## config.mk

```make
export PLATFORM = sky130hd
export DESIGN_NAME = cond_store_engine
export DESIGN_NICKNAME = d
export VERILOG_FILES = /design/src/rtl/cse_pkg.sv /design/src/rtl/cse_payload.sv /design/src/rtl/cse_compare.sv /design/src/rtl/cse_byteswap.sv /design/src/rtl/cond_store_engine.sv
export SDC_FILE = /design/constraint.sdc
export NUM_CORES = 1
export LEC_CHECK = 0
export BUFFER_PORTS_ARGS = -buffer_cell sky130_fd_sc_hd__buf_4
export CAP_MARGIN = 20
export CORE_AREA = 4 4 150 152
export CTS_BUF_LIST = sky130_fd_sc_hd__clkbuf_16
export CTS_CLUSTER_SIZE = 28
export DETAILED_ROUTE_END_ITERATION = 8
export DIE_AREA = 0 0 154 156
export HOLD_SLACK_MARGIN = 0.02
export PLACE_DENSITY = 0.83
export SLEW_MARGIN = 20
export SYNTH_ARGS = -nofsm -noshare
export SYNTH_HDL_FRONTEND = slang
export SYNTH_SLANG_ARGS = --single-unit
```

## constraint.sdc

```tcl
create_clock -name clk -period 2.39 [get_ports clk]
set_input_delay 0.239 -clock clk [delete_from_list [all_inputs] [get_ports clk]]
set_output_delay 0.239 -clock clk [all_outputs]
set_load 0.01 [all_outputs]
```

## src/rtl/cse_pkg.sv

```systemverilog
package cse_pkg;

    localparam int DATA_W   = 32;
    localparam int NUM_WORDS = 7;

    // Position of each word in the command stream (order is behaviour)
    localparam int IDX_CTRL  = 0;
    localparam int IDX_POLL  = 1;
    localparam int IDX_REF   = 2;
    localparam int IDX_MASK  = 3;
    localparam int IDX_WAIT  = 4;
    localparam int IDX_WADDR = 5;
    localparam int IDX_WDATA = 6;

    // Control word fields
    localparam int CTL_SRC_MEM = 4;
    localparam int CTL_DST_MEM = 8;
    localparam int CTL_CODE_LO = 0;
    localparam int CTL_CODE_W  = 3;

    typedef enum logic [2:0] {
        CMP_ALWAYS = 3'd0,
        CMP_LT     = 3'd1,
        CMP_LE     = 3'd2,
        CMP_EQ     = 3'd3,
        CMP_NE     = 3'd4,
        CMP_GE     = 3'd5,
        CMP_GT     = 3'd6,
        CMP_BAD    = 3'd7
    } cmp_e;

    typedef enum logic [2:0] {
        ST_COLLECT,
        ST_ISSUE,
        ST_RESP,
        ST_EVAL,
        ST_WRITE,
        ST_DONE
    } state_e;

endpackage

```

## src/rtl/cse_payload.sv

```systemverilog
module cse_payload #(
    parameter int NWORDS = 7,
    parameter int W      = 32,
    localparam int CNT_W = (NWORDS > 1) ? $clog2(NWORDS) : 1
) (
    input  logic                     clk,
    input  logic                     rst_n,
    input  logic                     load,
    input  logic [W-1:0]             din,
    output logic [NWORDS-1:0][W-1:0] words,
    output logic                     last
);

    typedef struct packed {
        logic [CNT_W-1:0]         cnt;
        logic [NWORDS-1:0][W-1:0] words;
    } pay_t;

    pay_t pay_d, pay_q;

    always_comb begin
        pay_d = pay_q;
        last  = 1'b0;
        if (load) begin
            pay_d.words[pay_q.cnt] = din;
            if (pay_q.cnt == CNT_W'(NWORDS - 1)) begin
                pay_d.cnt = '0;
                last      = 1'b1;
            end else begin
                pay_d.cnt = pay_q.cnt + 1'b1;
            end
        end
    end

    always_ff @(posedge clk) begin
        if (!rst_n) begin
            pay_q <= '0;
        end else begin
            pay_q <= pay_d;
        end
    end

    assign words = pay_q.words;

    // Word counter never leaves the payload length
    assert_cnt_bound_R1: assert property (@(posedge clk) disable iff (!rst_n)
        pay_q.cnt < CNT_W'(NWORDS));

endmodule

```

## src/rtl/cse_compare.sv

```systemverilog
module cse_compare
    import cse_pkg::*;
#(
    parameter int W = 32
) (
    input  logic [2:0]   code,
    input  logic [W-1:0] value,
    input  logic [W-1:0] mask,
    input  logic [W-1:0] refv,
    output logic         match,
    output logic         bad
);

    logic [W-1:0] masked;

    always_comb begin
        masked = value & mask;
        match  = 1'b0;
        bad    = 1'b0;
        case (code)
            CMP_ALWAYS: match = 1'b1;
            CMP_LT:     match = masked <  refv;
            CMP_LE:     match = masked <= refv;
            CMP_EQ:     match = masked == refv;
            CMP_NE:     match = masked != refv;
            CMP_GE:     match = masked >= refv;
            CMP_GT:     match = masked >  refv;
            default:    bad   = 1'b1;
        endcase
    end

endmodule

```

## src/rtl/cse_byteswap.sv

```systemverilog
module cse_byteswap #(
    parameter int W = 32,
    localparam int NB = W / 8
) (
    input  logic [W-1:0] din,
    output logic [W-1:0] dout
);

    for (genvar b = 0; b < NB; b++) begin : g_lane
        assign dout[8*b +: 8] = din[8*(NB-1-b) +: 8];
    end

endmodule

```

## src/rtl/cond_store_engine.sv

```systemverilog
module cond_store_engine
    import cse_pkg::*;
#(
    parameter int REG_COUNT = 48,
    parameter int ADDR_W    = 32,
    localparam int REG_AW   = (REG_COUNT > 1) ? $clog2(REG_COUNT) : 1
) (
    input  logic              clk,
    input  logic              rst_n,
    input  logic              word_valid,
    input  logic [31:0]       word_data,
    output logic              word_ready,
    output logic              reg_rd_en,
    output logic [REG_AW-1:0] reg_rd_addr,
    input  logic [31:0]       reg_rd_data,
    output logic              reg_wr_en,
    output logic [REG_AW-1:0] reg_wr_addr,
    output logic [31:0]       reg_wr_data,
    output logic              mem_rd_req,
    output logic [ADDR_W-1:0] mem_rd_addr,
    input  logic              mem_rd_valid,
    input  logic [31:0]       mem_rd_data,
    output logic              mem_wr_req,
    output logic [ADDR_W-1:0] mem_wr_addr,
    output logic [31:0]       mem_wr_data,
    output logic              done,
    output logic              err
);

    localparam logic [DATA_W-1:0] REG_LIMIT = DATA_W'(REG_COUNT);

    typedef struct packed {
        state_e            st;
        logic [DATA_W-1:0] value;
        logic              err;
    } ctl_t;

    ctl_t ctl_d, ctl_q;

    logic [NUM_WORDS-1:0][DATA_W-1:0] words;
    logic                             last_word;
    logic                             accept;

    assign word_ready = (ctl_q.st == ST_COLLECT);
    assign accept     = word_valid && word_ready;

    cse_payload #(
        .NWORDS (NUM_WORDS),
        .W      (DATA_W)
    ) u_payload (
        .clk   (clk),
        .rst_n (rst_n),
        .load  (accept),
        .din   (word_data),
        .words (words),
        .last  (last_word)
    );

    // Decoded command fields
    logic [DATA_W-1:0]     ctrl_w, poll_w, ref_w, mask_w, waddr_w, wdata_w;
    logic [CTL_CODE_W-1:0] code;
    logic                  src_mem, dst_mem;
    logic                  poll_out_of_range, dest_out_of_range;
    logic                  unused_wait;

    assign ctrl_w  = words[IDX_CTRL];
    assign poll_w  = words[IDX_POLL];
    assign ref_w   = words[IDX_REF];
    assign mask_w  = words[IDX_MASK];
    assign waddr_w = words[IDX_WADDR];
    assign wdata_w = words[IDX_WDATA];
    assign unused_wait = ^{words[IDX_WAIT], ctrl_w};

    assign code    = ctrl_w[CTL_CODE_LO +: CTL_CODE_W];
    assign src_mem = ctrl_w[CTL_SRC_MEM];
    assign dst_mem = ctrl_w[CTL_DST_MEM];

    assign poll_out_of_range = !src_mem && (poll_w >= REG_LIMIT);
    assign dest_out_of_range = !dst_mem && (waddr_w >= REG_LIMIT);

    // Big-endian conversion for both memory directions
    logic [DATA_W-1:0] mem_rd_value;

    cse_byteswap #(.W(DATA_W)) u_swap_rd (
        .din  (mem_rd_data),
        .dout (mem_rd_value)
    );

    cse_byteswap #(.W(DATA_W)) u_swap_wr (
        .din  (wdata_w),
        .dout (mem_wr_data)
    );

    logic cmp_match, cmp_bad;

    cse_compare #(.W(DATA_W)) u_cmp (
        .code  (code),
        .value (ctl_q.value),
        .mask  (mask_w),
        .refv  (ref_w),
        .match (cmp_match),
        .bad   (cmp_bad)
    );

    logic issue_read;
    assign issue_read = (ctl_q.st == ST_ISSUE) && !cmp_bad && !poll_out_of_range;

    always_comb begin
        ctl_d = ctl_q;
        unique case (ctl_q.st)
            ST_COLLECT: begin
                if (last_word) begin
                    ctl_d.st  = ST_ISSUE;
                    ctl_d.err = 1'b0;
                end
            end
            ST_ISSUE: begin
                if (cmp_bad || poll_out_of_range) begin
                    ctl_d.err = 1'b1;
                    ctl_d.st  = ST_DONE;
                end else begin
                    ctl_d.st = ST_RESP;
                end
            end
            ST_RESP: begin
                if (!src_mem) begin
                    ctl_d.value = reg_rd_data;
                    ctl_d.st    = ST_EVAL;
                end else if (mem_rd_valid) begin
                    ctl_d.value = mem_rd_value;
                    ctl_d.st    = ST_EVAL;
                end
            end
            ST_EVAL: begin
                if (!cmp_match) begin
                    ctl_d.st = ST_DONE;
                end else if (dest_out_of_range) begin
                    ctl_d.err = 1'b1;
                    ctl_d.st  = ST_DONE;
                end else begin
                    ctl_d.st = ST_WRITE;
                end
            end
            ST_WRITE: ctl_d.st = ST_DONE;
            ST_DONE:  ctl_d.st = ST_COLLECT;
            default:  ctl_d.st = ST_COLLECT;
        endcase
    end

    always_ff @(posedge clk) begin
        if (!rst_n) begin
            ctl_q <= '{st: ST_COLLECT, value: '0, err: 1'b0};
        end else begin
            ctl_q <= ctl_d;
        end
    end

    assign reg_rd_en   = issue_read && !src_mem;
    assign reg_rd_addr = poll_w[REG_AW-1:0];
    assign mem_rd_req  = issue_read && src_mem;
    assign mem_rd_addr = poll_w[ADDR_W-1:0];

    assign reg_wr_en   = (ctl_q.st == ST_WRITE) && !dst_mem;
    assign reg_wr_addr = waddr_w[REG_AW-1:0];
    assign reg_wr_data = wdata_w;
    assign mem_wr_req  = (ctl_q.st == ST_WRITE) && dst_mem;
    assign mem_wr_addr = waddr_w[ADDR_W-1:0];

    assign done = (ctl_q.st == ST_DONE);
    assign err  = done && ctl_q.err;

    // ---------------- assertions ----------------
    assert_no_ready_at_done_R1: assert property (@(posedge clk) disable iff (!rst_n)
        done |-> !word_ready);

    assert_one_write_port_R3: assert property (@(posedge clk) disable iff (!rst_n)
        !(reg_wr_en && mem_wr_req));

    assert_single_read_R5: assert property (@(posedge clk) disable iff (!rst_n)
        (reg_rd_en || mem_rd_req) |=> !(reg_rd_en || mem_rd_req));

    assert_reg_wr_range_R7: assert property (@(posedge clk) disable iff (!rst_n)
        reg_wr_en |-> (REG_AW'(reg_wr_addr) < REG_AW'(REG_COUNT) || REG_COUNT == (1 << REG_AW)));

    assert_reg_rd_range_R7: assert property (@(posedge clk) disable iff (!rst_n)
        reg_rd_en |-> (REG_AW'(reg_rd_addr) < REG_AW'(REG_COUNT) || REG_COUNT == (1 << REG_AW)));

    assert_err_no_write_R9: assert property (@(posedge clk) disable iff (!rst_n)
        err |-> !$past(reg_wr_en || mem_wr_req));

    assert_done_after_write_R10: assert property (@(posedge clk) disable iff (!rst_n)
        (reg_wr_en || mem_wr_req) |=> done);

    assert_done_pulse_R10: assert property (@(posedge clk) disable iff (!rst_n)
        done |=> !done);

    assert_err_with_done_R10: assert property (@(posedge clk) disable iff (!rst_n)
        err |-> done);

endmodule

```

==> reports/qor.yml <==
async_reset_ff_share_pct: 0
syn_nets: 1365
ys_warn_count: 0
fin_cells: 1634
viasPerCell: 5.24
nets: 1474
numCtsBuffers: 23
wl_met1_um: 11000
syn_inst: 1233
hold_class: "in2reg"
crit_path_max_fanout: 4
cp.required_ns: 2.81
grt_pass1_vias: 8332
synth_cell_types: 50
period_share_pct: 105
place_inst: 1577
startpoint_type: "flip-flop"
final_core_util_pct: 59.1
drt_iter0_drc: 460
die-width_um: 154
finalHoldViolCount: 0
initial_core_util_pct: 48.6
topRoutingLayerUsed: "met4"
cts.clk_slew.worst_paths_ns: 0.06
slew_viol_final: 0
synth_enable_flop_cells: 0
antennaDiodeCount: 0
reg2reg_depth: 10
worst_slew_pin_slew_ns: 0.642
rsz0062_at_grt: "true"
clock_sinks: 204
drive_above_1_share_pct: 26.3
cp.arrival_ns: 2.93
antenna_found_initial: 0
vias: 8558
core_um2: 21000
setup_ws_ns: -0.118
leakagePower_nw: 5.41
syn_area_um2: 10200
routabilityCongestion: 0.857
mostFrequentLayoutCells: "370 x nand2_1, 278 x buf_4, 200 x dfxtp_1"
max_slew_margin_pct: 57.2
hold_depth: 3
dp_hpwl_um: 19800
placement_rows: 53
failed_checks: "negative setup slack"
syn_avg_cell_area_um2: 8.29
design_area_um2: 12400
ant_nets: 0
grt.total_usage_pct: 22.0
clock_latency_ns: 0.51
skew_ns: 0.0252
final_common_cell: "nand2_1"
ys_ff_latch: 204
drv_cap: 0
p_per_area_nw_per_um2: 610
max_clock_freq_ghz: 0.399
wl_met3_um: 2260
route.detailed.wl_per_inst_um: 17.1
area_growth_pct: 21.6
setup_viol: 2
grt_overflow: 0
setup_tns_ns: -0.175
n_fill_cell: 1864
route.detailed.drc: 0
yosysSeqAreaShare_pct: 39.9
htreeDepth: 1
cts.root.buffer_cell: "clkbuf_16"
io_pins: 247
dpl-instance-area_um2: 11500
firstDrtPassIters: 5
outcome: "finished, violations left"
grt_pass1_wl_um: 43400
peakVddDrop_mv: 0.545
met2_length_um: 13800
die_h_um: 156
drt_wl_total_um: 28000
cts_buffer_depth: 3
synth_flop_cell: "dfxtp_1"
fin_crit_ns: 2.51
cp-end-kind: "flip-flop"
dieArea_um2: 24000
total_power_mw: 7.58
io_buffers: 246
critPathKind: "reg2reg"
tritoncts: "done"
grt_max_degree: 73
[worst paths after layout]
path                          end  slack (ns)                  from
max reg2reg              ctl_q[0]       -0.12             ctl_q[26]
max                      ctl_q[0]       -0.12             ctl_q[26]
min reg2reg  u_payload.words[119]        0.45  u_payload.words[119]
min           u_payload.words[98]        0.03          word_data[2]
[worst max-delay path, stage by stage (launching register included)]
cell and delay [ns]:
dfxtp_1 0.31, and2_4 0.16, ha_4 0.27, nand4_4 0.13, nor4_4 0.32, nand2_2 0.09
or4_4 0.51, mux2_4 0.29, nand3b_4 0.09, nand3_4 0.07, a311oi_2 0.20
[cells by family after synthesis]
kind of cell / Yosys count / synth area share, %
AND/OR/NAND/NOR: 476 / 20.2
AO/OA/AOI/OAI: 239 / 17.8
buffers and inverters: 244 / 14.4
flip-flops: 204 / 39.9
adder cells (fa/ha/maj): 32 / 3.92
multiplexers: 38 / 3.77
[metal layers]
metal | GRT usage (%) | up-vias
met2 | 38.7 | 292
li1 | - | 4154
met5 | 0 | -
met1 | 26.5 | 4053
met3 | 5.21 | 59
met4 | 7.53 | 0
[power breakdown]
group          internal, mW  switching [mW]  leakage [nW]
clock                  1.97            1.38         0.368
combinational         0.371           0.370          3.40
sequential             3.45          0.0455          1.65
total                  5.79            1.80          5.41
[layout make-up]
class | count | area (um2) | share of cell area, %
Multi-Input combinational cell | 785 | 4860 | 39.1
Sequential cell | 204 | 4090 | 32.9
Timing Repair Buffer | 295 | 2300 | 18.5
Clock buffer | 23 | 576 | 4.63
Tap cell | 275 | 344 | 2.77
Clock inverter | 19 | 141 | 1.14
Inverter | 33 | 124 | 0.996
[Yosys cell counts, drive strengths merged, types with 14 or more instances]
cell	instances	area, um2
o211a	32	320
nor2	14	52.6
dfxtp	204	4080
buf	145	1080
a21boi	162	1220
mux2i	37	370
a21oi	21	105
nand2	373	1410
inv	33	124
clkbuf	66	268
nor4	15	115
and2	31	194
ha	32	400
[registers in the layout, summed over array words and instances (netlist names)]
signal	flops
u_payload.pay_q	3
ctl_q	36
u_payload.words	165
[timing repair]
action	CTS	global route
pin swaps	5	10
resized for setup	12	11
endpoints found under the setup margin	3	3
hold buffers	12	1
endpoints found under the hold margin	32	1
setup buffers	1	1
[metrics by stage]
step / hold slack [ns] / worst slack, ns
2_1_floorplan: 0.374 / 0.0176
3_3_place_gp: 0.435 / -0.0645
3_5_place_dp: 0.442 / -0.151
4_1_cts: 0.0215 / -0.120
5_1_grt: 0.0218 / -0.200
6_report: 0.0332 / -0.118
No activity file was read; power rests on OpenSTA's default activity.
